**src/rtl/fault_pkg.sv**
```systemverilog
package fault_pkg;
    typedef enum logic [1:0] {
        ARB_IDLE = 2'd0,
        ARB_SEND = 2'd1,
        ARB_WIN  = 2'd2
    } arb_state_t;

    localparam int NUM_OC      = 4;
    localparam int RESP_BITS   = 8;
    localparam int CAP_BITS    = NUM_OC + 1;
endpackage

```
**src/rtl/oc_qualifier.sv**
```systemverilog
module oc_qualifier #(
    parameter int QUAL_CYC = 200
) (
    input  logic clk,
    input  logic rst_n,
    input  logic raw,
    output logic qual
);
    localparam int CW = $clog2(QUAL_CYC + 1);
    localparam logic [CW-1:0] LIMIT = CW'(QUAL_CYC);

    logic [CW-1:0] cnt;

    always_ff @(posedge clk or negedge rst_n) begin
        if (!rst_n)
            cnt <= '0;
        else if (!raw)
            cnt <= '0;
        else if (cnt < LIMIT)
            cnt <= cnt + 1'b1;
    end

    always_comb qual = raw && (cnt == LIMIT);

    // a drop restarts the persistence count
    assert_qual_restart_R2: assert property (@(posedge clk) disable iff (!rst_n)
        !raw |=> !qual);
endmodule

```
**src/rtl/fault_capture.sv**
```systemverilog
module fault_capture
    import fault_pkg::*;
(
    input  logic              clk,
    input  logic              rst_n,
    input  logic [NUM_OC-1:0] oc_q,
    input  logic              uvlo,
    input  logic              thermal,
    input  logic              standby,
    input  logic              clr,
    output logic [CAP_BITS-1:0] fault_q,
    output logic              event_any
);
    logic cat;
    logic [CAP_BITS-1:0] now;

    always_comb begin
        cat       = uvlo || (thermal && !standby);
        now       = {cat, oc_q[0], oc_q[1], oc_q[2], oc_q[3]};
        event_any = |now;
    end

    always_ff @(posedge clk or negedge rst_n) begin
        if (!rst_n)
            fault_q <= '0;
        else if (clr)
            fault_q <= '0;
        else if (fault_q == '0)
            fault_q <= now;
    end

    // first event only: a non-zero capture holds until a status read
    assert_first_event_R5: assert property (@(posedge clk) disable iff (!rst_n)
        (fault_q != '0 && !clr) |=> $stable(fault_q));

    assert_stat_clear_R10: assert property (@(posedge clk) disable iff (!rst_n)
        clr |=> fault_q == '0);
endmodule

```
**src/rtl/alert_arbiter.sv**
```systemverilog
module alert_arbiter
    import fault_pkg::*;
#(
    parameter logic [4:0] ADDR_BASE = 5'b10100
) (
    input  logic clk,
    input  logic rst_n,
    input  logic event_any,
    input  logic mask,
    input  logic addr_sel,
    input  logic ptr_start,
    input  logic bit_strobe,
    input  logic sda_in,
    output logic alert_q,
    output logic sda_pull
);
    localparam int BW = $clog2(RESP_BITS);

    arb_state_t state, state_nx;
    logic [RESP_BITS-1:0] shreg;
    logic [BW-1:0]        bitcnt;
    logic                 lost_bit;
    logic                 last_bit;

    always_comb begin
        lost_bit = bit_strobe && shreg[RESP_BITS-1] && !sda_in;
        last_bit = bit_strobe && !lost_bit && (bitcnt == BW'(RESP_BITS - 1));
        state_nx = state;
        unique case (state)
            ARB_IDLE: if (ptr_start) state_nx = ARB_SEND;
            ARB_SEND: begin
                if (lost_bit)      state_nx = ARB_IDLE;
                else if (last_bit) state_nx = ARB_WIN;
            end
            ARB_WIN:  state_nx = ARB_IDLE;
            default:  state_nx = ARB_IDLE;
        endcase
    end

    always_ff @(posedge clk or negedge rst_n) begin
        if (!rst_n) begin
            state  <= ARB_IDLE;
            shreg  <= '0;
            bitcnt <= '0;
        end else begin
            state <= state_nx;
            if (state == ARB_IDLE && ptr_start) begin
                shreg  <= {ADDR_BASE, addr_sel, 1'b0, 1'b0};
                bitcnt <= '0;
            end else if (state == ARB_SEND && bit_strobe) begin
                shreg  <= {shreg[RESP_BITS-2:0], 1'b0};
                bitcnt <= bitcnt + 1'b1;
            end
        end
    end

    always_ff @(posedge clk or negedge rst_n) begin
        if (!rst_n)
            alert_q <= 1'b0;
        else if (state == ARB_WIN)
            alert_q <= 1'b0;
        else if (event_any && !mask)
            alert_q <= 1'b1;
    end

    always_comb sda_pull = (state == ARB_SEND) && !shreg[RESP_BITS-1];

    assert_win_clears_R8: assert property (@(posedge clk) disable iff (!rst_n)
        state == ARB_WIN |=> !alert_q);

    assert_lose_release_R9: assert property (@(posedge clk) disable iff (!rst_n)
        (state == ARB_SEND && lost_bit && alert_q) |=> (alert_q && !sda_pull));

    assert_mask_hold_R7: assert property (@(posedge clk) disable iff (!rst_n)
        (mask && !alert_q) |=> !alert_q);
endmodule

```
**src/rtl/fault_alert_ctrl.sv**
```systemverilog
module fault_alert_ctrl
    import fault_pkg::*;
#(
    parameter int         QUAL_CYC  = 200,
    parameter logic [4:0] ADDR_BASE = 5'b10100
) (
    input  logic       clk,
    input  logic       rst_n,
    input  logic [3:0] oc_raw,
    input  logic       uvlo,
    input  logic       thermal,
    input  logic       standby,
    input  logic       mask,
    input  logic       addr_sel,
    input  logic       ptr_start,
    input  logic       bit_strobe,
    input  logic       sda_in,
    input  logic       stat_rd,
    output logic [7:0] status_byte,
    output logic       sda_pull,
    output logic       alert_n
);
    logic [NUM_OC-1:0]   oc_q;
    logic [CAP_BITS-1:0] fault_q;
    logic                event_any;
    logic                alert_q;

    for (genvar i = 0; i < NUM_OC; i++) begin : g_qual
        oc_qualifier #(.QUAL_CYC(QUAL_CYC)) u_qual (
            .clk  (clk),
            .rst_n(rst_n),
            .raw  (oc_raw[i]),
            .qual (oc_q[i])
        );
    end

    fault_capture u_cap (
        .clk      (clk),
        .rst_n    (rst_n),
        .oc_q     (oc_q),
        .uvlo     (uvlo),
        .thermal  (thermal),
        .standby  (standby),
        .clr      (stat_rd),
        .fault_q  (fault_q),
        .event_any(event_any)
    );

    alert_arbiter #(.ADDR_BASE(ADDR_BASE)) u_arb (
        .clk       (clk),
        .rst_n     (rst_n),
        .event_any (event_any),
        .mask      (mask),
        .addr_sel  (addr_sel),
        .ptr_start (ptr_start),
        .bit_strobe(bit_strobe),
        .sda_in    (sda_in),
        .alert_q   (alert_q),
        .sda_pull  (sda_pull)
    );

    always_comb begin
        status_byte = {fault_q, 3'b000};
        alert_n     = !alert_q;
    end

    // a captured fault with the mask clear always shows on the alert line
    assert_alert_follows_R6: assert property (@(posedge clk) disable iff (!rst_n)
        (!mask && !$past(mask) && $rose(fault_q != '0)) |-> !alert_n);
endmodule

```
**config.mk**
```make
export PLATFORM = sky130hd
export DESIGN_NAME = fault_alert_ctrl
export DESIGN_NICKNAME = d
export VERILOG_FILES = /design/src/rtl/fault_pkg.sv /design/src/rtl/oc_qualifier.sv /design/src/rtl/fault_capture.sv /design/src/rtl/alert_arbiter.sv /design/src/rtl/fault_alert_ctrl.sv
export SDC_FILE = /design/constraint.sdc
export NUM_CORES = 1
export LEC_CHECK = 0
export CORE_MARGIN = 2
export CORE_UTILIZATION = 63
export DETAILED_ROUTE_END_ITERATION = 8
export DONT_BUFFER_PORTS = 1
export PLACE_DENSITY = 0.86
export SYNTH_ARGS = -nofsm -noshare
export SYNTH_HDL_FRONTEND = slang
export SYNTH_HIERARCHICAL = 1
export SYNTH_SLANG_ARGS = --single-unit
```
**constraint.sdc**
```tcl
create_clock -name clk -period 2 [get_ports clk]
set_clock_uncertainty 0.2 [all_clocks]
set_input_delay 0.1 -clock clk [delete_from_list [all_inputs] [get_ports clk]]
set_output_delay 0.1 -clock clk [all_outputs]
set_load 0.02 [all_outputs]
```
==> results_dict.tcl, run 1 <==
set metrics [dict create \
    first_pass_iters 4 \
    place_area_um2 2730 \
    tns_ns 0 \
    synthFlopType "dfrtp_1" \
    clockPowerShare_pct 26.2 \
    critPathKind "reg2reg" \
    io_pins 25 \
    end_kind "flop" \
    synth_area_leaders "dfrtp_1 46%, nand2_1 5.4%, ha_1 4.6%" \
    grt.overflow.total 0 \
    grt_max_degree 50 \
    totalWireLength_um 5190 \
    worst_slew_pin_slew_ns 0.504 \
    antennaDiodeCount 0 \
    rr_startpoint "g_qual[3].u_qual/cnt[5]$_DFFE_PN0P_" \
    synth_seq_cells 49 \
    clk_pin_slew_ns 0.09 \
    cap_violations 0 \
    rsz0062_at_grt "false" \
    start_util_pct 66.4 \
    period_share_pct 86.3 \
    arrival_ns 1.76 \
    synthToLayoutAreaGrowth_pct 10.3 \
    synthMostInstantiatedCell "dfrtp_1" \
    numCtsBuffers 5 \
    grt_pass1_wl_um 8960 \
    drive_gt1_share_pct 11.5 \
    clockBufferDepth 2 \
    max-vdd-ir-drop_v 0.000364 \
    viasPerCell 6.07 \
    switching_share_pct 30.2 \
    avgSynthCellArea_um2 10.0 \
    wl_per_cell_um 15.4 \
    utilization_pct 73.2 \
    synth_top_area_cell "dfrtp_1" \
    yosysUniqueCellTypes 42 \
    syn_area_um2 2690 \
    cts_root_buf "clkbuf_8" \
    antenna_found_initial 0 \
    p_seq_share_pct 55.8 \
    pwr-share-comb_pct 18.0 \
    core_area_um2 4060 \
    synth_top_cell_area_share_pct 45.5 \
    synth_edf_count 0 \
    status "completed" \
    nets 310 \
    seq_area_frac_synth_pct 45.5 \
    crit_required_ns 2.03 \
    min_from "bit_strobe" \
    power.total_mw 2.20 \
    cp-start-kind "flop" \
    r2r_slack_ns 0.27 \
    cp_num_buf_inv 0 \
    synthCells 269 \
    vias 2039 \
    reg2reg_depth 6 \
    setup_viol 0 \
    cp_top_family "simple AND/OR/NAND/NOR gates" \
    holdPathStages 3 \
    drt_iter0_drc 102 \
    worst_path_max_delay_cell "dfrtp_1" \
    clock_latency_ns 0.30 \
    crit_top_cell "a21oi_1" \
    synthTopCellsByCount "49 x dfrtp_1, 39 x nand2_1, 16 x inv_1" \
    clock-sinks 49 \
    powerDensity_nw_per_um2 741 \
    critical_path.max_stage_delay_ns 0.45 \
    p_int_mw 1.54 \
    grtUsageTotal_pct 22.9 \
    place_congestion 0.786 \
    hold_ws_ns 0.0160 \
    slew_headroom_pct 66.4 \
    power.leakage_nw 1.28 \
    first_global_vias 1962 \
    cts_tree "done" \
    worstHoldEndpoint "u_arb/bitcnt[1]$_DFFE_PN0P_" \
    crit_chain "or2_2 -> nor3_1 -> nor4_1 -> nand2_1 -> a21oi_1 -> a21oi_1" \
    hp-class "in2reg" \
    synthArstFlopShare_pct 100 \
    io_buffers 0 \
    die_w_um 69.4 \
    placementRows 23 \
    worst-path-max-fanout 6 \
    power_switching_mw 0.666 \
    fmax_mhz 579 \
    cts_max_level 2 \
    drc_errors 0 \
    postLayoutCellArea_um2 2970 \
    hold_violations 0 \
    die-area_um2 4810 \
    dieHeight_um 69.4 \
    yosys_warnings 6 \
    r2r-end "u_arb/alert_q$_DFFE_PN0P_" \
    slew_violations 0 \
    ant_nets 0 \
    dpl.hpwl_um 3520 \
    cts-resized-gates 0 \
    fin_crit_ns 1.73 \
]
[timing repair]
action	in CTS	in global routing
hold buffers	14	0
setup buffers	0	0
hold endpoints to repair	98	0
[layout make-up]
type	instances	area, um2
repair buffers	15	165
well taps	50	62.6
clock buffers	6	72.6
flip-flops and latches	49	1230
multi-input cells	197	1370
fillers	284	1090
clock inverters	2	15.0
inverters	17	63.8
[worst reg2reg max path: stages, from the launching register on]
cell     delay, ns
dfrtp_1       0.45
or2_2         0.33
nor3_1        0.33
nor4_1        0.09
nand2_1       0.09
a21oi_1       0.06
a21oi_1       0.11
[routing by layer]
| metal | part of all wire (%) | up-vias | global-route usage, % | routed length [um] |
|---|---|---|---|---|
| li1 | - | 996 | - | - |
| met1 | 46 | 1008 | 30.5 | 2370 |
| met2 | 50 | 33 | 37.9 | 2580 |
| met3 | 3.9 | 2 | 5.81 | 205 |
| met4 | 0.56 | 0 | 5.45 | 29 |
| met5 | 0 | - | 0 | 0 |
[cells by family (layout without fill, tap and decap cells)]
family          after synthesis  in the layout  share of synthesized area [%]
xor+xnor                      4              4                           1.30
buf+inv                      25             40                           4.04
mux                           9              9                           3.35
other cells                   1              3                          0.139
simple gates                109            109                           21.4
compound gates               62             62                           19.6
fa+ha+maj                    10             10                           4.65
flops                        49             49                           45.5
[stage by stage]
| step | setup WS [ns] | instances |
|---|---|---|
| finish | 0.274 | 336 |
| global route | 0.132 | 336 |
| CTS | 0.270 | 336 |
| detailed placement | 0.284 | 314 |
| global placement | 0.316 | 314 |
| floorplan | 0.422 | 271 |
[sequential cells by signal, indices dropped and copies added, names as in the netlist]
| signal | cells |
|---|---|
| u_arb/shreg | 6 |
| g_qual.u_qual/cnt | 32 |
| u_arb/state | 2 |
| u_arb/alert_q | 1 |
| u_cap/fault_q | 5 |
| u_arb/bitcnt | 3 |
[worst max path at each step]
stage / endpoint / cells after the start / from / slack, ns
floorplan: u_cap/fault_q[0]$_DFFE_PN0P_ / 3 / u_cap/fault_q[1]$_DFFE_PN0P_ / 0.42
global route: sda_pull / 3 / u_arb/state[0]$_DFFE_PN0P_ / 0.13
CTS: u_arb/alert_q$_DFFE_PN0P_ / 6 / g_qual[2].u_qual/cnt[5]$_DFFE_PN0P_ / 0.27
global placement: u_arb/alert_q$_DFFE_PN0P_ / 6 / g_qual[3].u_qual/cnt[5]$_DFFE_PN0P_ / 0.32
finish: u_arb/alert_q$_DFFE_PN0P_ / 6 / g_qual[3].u_qual/cnt[5]$_DFFE_PN0P_ / 0.27
detailed placement: u_arb/alert_q$_DFFE_PN0P_ / 6 / g_qual[2].u_qual/cnt[5]$_DFFE_PN0P_ / 0.28
[power groups by stage]
stage	clock [mW]	combinational [mW]	sequential (mW)
5_1_grt	0.645	0.442	1.25
2_1_floorplan	0	0.309	1.19
4_1_cts	0.594	0.398	1.22
3_5_place_dp	0	0.333	1.24
6_report	0.577	0.395	1.23
3_3_place_gp	0	0.317	1.24
[layout by cell type (no fill, tap or decap), types with 5 or more instances in the layout]
cell type | Yosys | routed
ha_1 | 10 | 10
dlygate4sd3_1 | 0 | 13
a32oi_1 | 5 | 5
nor2_1 | 7 | 7
a31oi_1 | 5 | 5
or3_1 | 8 | 8
nand4_1 | 8 | 8
nand2_1 | 39 | 39
inv_1 | 16 | 16
dfrtp_1 | 49 | 49
o21ai_0 | 12 | 12
nand2b_1 | 8 | 8
a21boi_1 | 8 | 8
nand3_1 | 8 | 8
nor3_1 | 10 | 10
mux2i_1 | 9 | 9
clkbuf_8 | 0 | 5
Power figures use the tool's default switching activity.
==> run 2: changes to the inputs <==
--- a/config.mk
+++ b/config.mk
@@ -6,10 +6,11 @@
 export NUM_CORES = 1
 export LEC_CHECK = 0
 export CORE_MARGIN = 2
-export CORE_UTILIZATION = 63
+export CORE_UTILIZATION = 65
+export CTS_BUF_LIST = sky130_fd_sc_hd__clkbuf_8
 export DETAILED_ROUTE_END_ITERATION = 8
 export DONT_BUFFER_PORTS = 1
-export PLACE_DENSITY = 0.86
+export PLACE_DENSITY = 0.88
 export SYNTH_ARGS = -nofsm -noshare
 export SYNTH_HDL_FRONTEND = slang
 export SYNTH_HIERARCHICAL = 1
==> constraint.sdc (replaced) <==
create_clock -name clk -period 1.7 [get_ports clk]
set_clock_uncertainty 0.2 [all_clocks]
set_input_delay 0.085 -clock clk [delete_from_list [all_inputs] [get_ports clk]]
set_output_delay 0.085 -clock clk [all_outputs]
set_load 0.02 [all_outputs]
==> results_dict.tcl, run 2 (same netlist as run 1, synthesis figures left out) <==
set metrics [dict create \
    first_pass_iters 5 \
    vias 2213 \
    reg_top3 "g_qual.u_qual/cnt: 32 flops, u_arb/shreg: 6 flops, u_cap/fault_q: 5 flops" \
    grt.overflow.total 0 \
    power.total_mw 2.82 \
    die-area_um2 4670 \
    clock-sinks 49 \
    placed_cells 328 \
    drive_gt1_share_pct 21.1 \
    fin_cells 354 \
    cp-start-kind "flop" \
    place_congestion 0.797 \
    period_share_pct 105 \
    numCtsBuffers 5 \
    place_area_um2 2830 \
    first_global_vias 2053 \
    drt_iter0_drc 225 \
    wl_per_cell_um 17.1 \
    r2r-end "u_arb/alert_q$_DFFE_PN0P_" \
    hold_violations 0 \
    core_area_um2 4000 \
    max-vdd-ir-drop_v 0.000502 \
    reg2reg_depth 8 \
    crit_path_end "u_arb/alert_q$_DFFE_PN0P_" \
    grt_pass1_wl_um 9440 \
    end_kind "flop" \
    synthToLayoutAreaGrowth_pct 18.9 \
    status "complete, but fails checks" \
    crit_required_ns 1.68 \
    powerDensity_nw_per_um2 881 \
    critPathKind "reg2reg" \
    cts_tree "done" \
    dpl.hpwl_um 3810 \
    largest_reg_flops 32 \
    power.leakage_nw 1.39 \
    pwr-share-comb_pct 18.6 \
    worst-path-max-fanout 3 \
    final_cell_mix "48 x dfrtp_1, 39 x nand2_1, 19 x buf_4" \
    arrival_ns 1.77 \
    cts_root_buf "clkbuf_8" \
    start_util_pct 67.3 \
    cts_max_level 2 \
    postLayoutCellArea_um2 3200 \
    die_w_um 68.4 \
    regArea_um2 1230 \
    rr_startpoint "g_qual[0].u_qual/cnt[0]$_DFFE_PN0P_" \
    rsz0062_at_grt "true" \
    placementRows 23 \
    setup_viol 1 \
    fill_cells 223 \
    drc_errors 0 \
    nets 328 \
    violations "negative setup slack" \
    hp-class "in2async" \
    tns_ns -0.0907 \
    slew_violations 0 \
    r2r_slack_ns -0.09 \
    clk_pin_slew_ns 0.09 \
    p_int_mw 2.02 \
    p_seq_share_pct 50.8 \
    fmax_mhz 558 \
    io_pins 25 \
    setup_ws_ns -0.0907 \
    io_buffers 0 \
    dp_slack_ns -0.0591 \
    antenna_found_initial 0 \
    ant_nets 0 \
    viasPerCell 6.25 \
    power_switching_mw 0.798 \
    mostFrequentLayoutCell "dfrtp_1" \
    clock_latency_ns 0.30 \
    clockBufferDepth 2 \
    antennaDiodeCount 0 \
    largest_register "g_qual.u_qual/cnt" \
    fin_crit_ns 1.79 \
    cp-startpoint "g_qual[0].u_qual/cnt[0]$_DFFE_PN0P_" \
    switching_share_pct 28.3 \
    clockPowerShare_pct 30.6 \
    grtUsageTotal_pct 27.5 \
    dieHeight_um 68.4 \
    cap_violations 0 \
    multi_input_area_um2 1430 \
    totalWireLength_um 6060 \
    grt_max_degree 50 \
]
-- run 2: worst max-delay path: stages (launching register included) --
cell,delay [ns]
dfrtp_1,0.41
inv_2,0.09
ha_4,0.17
nand4b_1,0.10
nor3_2,0.08
nor4_2,0.33
nand2_1,0.11
a21oi_2,0.13
a21oi_1,0.06
-- run 2: through the flow --
step | hold slack [ns] | util [%]
floorplan | -0.411 | -
global placement | -0.410 | 70.8
detailed placement | -0.409 | 70.8
CTS | 0.0776 | 78.6
global route | 0.0965 | 80.0
finish | 0.0802 | 80.0
-- run 2: routing by layer --
| layer | part of all wire, % | track usage (%) |
|---|---|---|
| met5 | 0 | 0 |
| met4 | 2.8 | 11.5 |
| met3 | 5.2 | 5.76 |
| met2 | 51 | 46.8 |
| met1 | 41 | 33.8 |
-- run 2: worst min path at each step --
stage,end,slack (ns),from
floorplan,g_qual[0].u_qual/cnt[0]$_DFFE_PN0P_,-0.41,rst_n
global placement,g_qual[0].u_qual/cnt[5]$_DFFE_PN0P_,-0.41,rst_n
detailed placement,g_qual[0].u_qual/cnt[5]$_DFFE_PN0P_,-0.41,rst_n
CTS,g_qual[0].u_qual/cnt[5]$_DFFE_PN0P_,0.08,rst_n
global route,g_qual[0].u_qual/cnt[7]$_DFFE_PN0P_,0.1,rst_n
finish,g_qual[0].u_qual/cnt[6]$_DFFE_PN0P_,0.08,rst_n
-- run 2: power by group through the flow --
| stage | registers [mW] | logic, mW | clock network (mW) |
|---|---|---|---|
| finish | 1.43 | 0.525 | 0.862 |
| CTS | 1.42 | 0.501 | 0.883 |
| global route | 1.45 | 0.581 | 0.933 |
| detailed placement | 1.45 | 0.417 | 0 |
| global placement | 1.44 | 0.394 | 0 |
| floorplan | 1.40 | 0.364 | 0 |
-- run 2: what timing repair did --
item | CTS | global route
hold endpoints to repair | 98 | 0
buffers inserted | 2 | 2
gates resized for setup | 6 | 9
endpoints found under the setup margin | 1 | 3
pin swaps | 4 | 5
hold buffers | 14 | 0
-- run 2: area by class of cell --
class	instances	share of cell area, %
Inverter	17	1.99
Clock inverter	2	1.17
Clock buffer	6	2.58
Tap cell	50	1.95
Timing Repair Buffer	33	9.38
Sequential cell	49	38.4
Multi-Input combinational cell	197	44.6
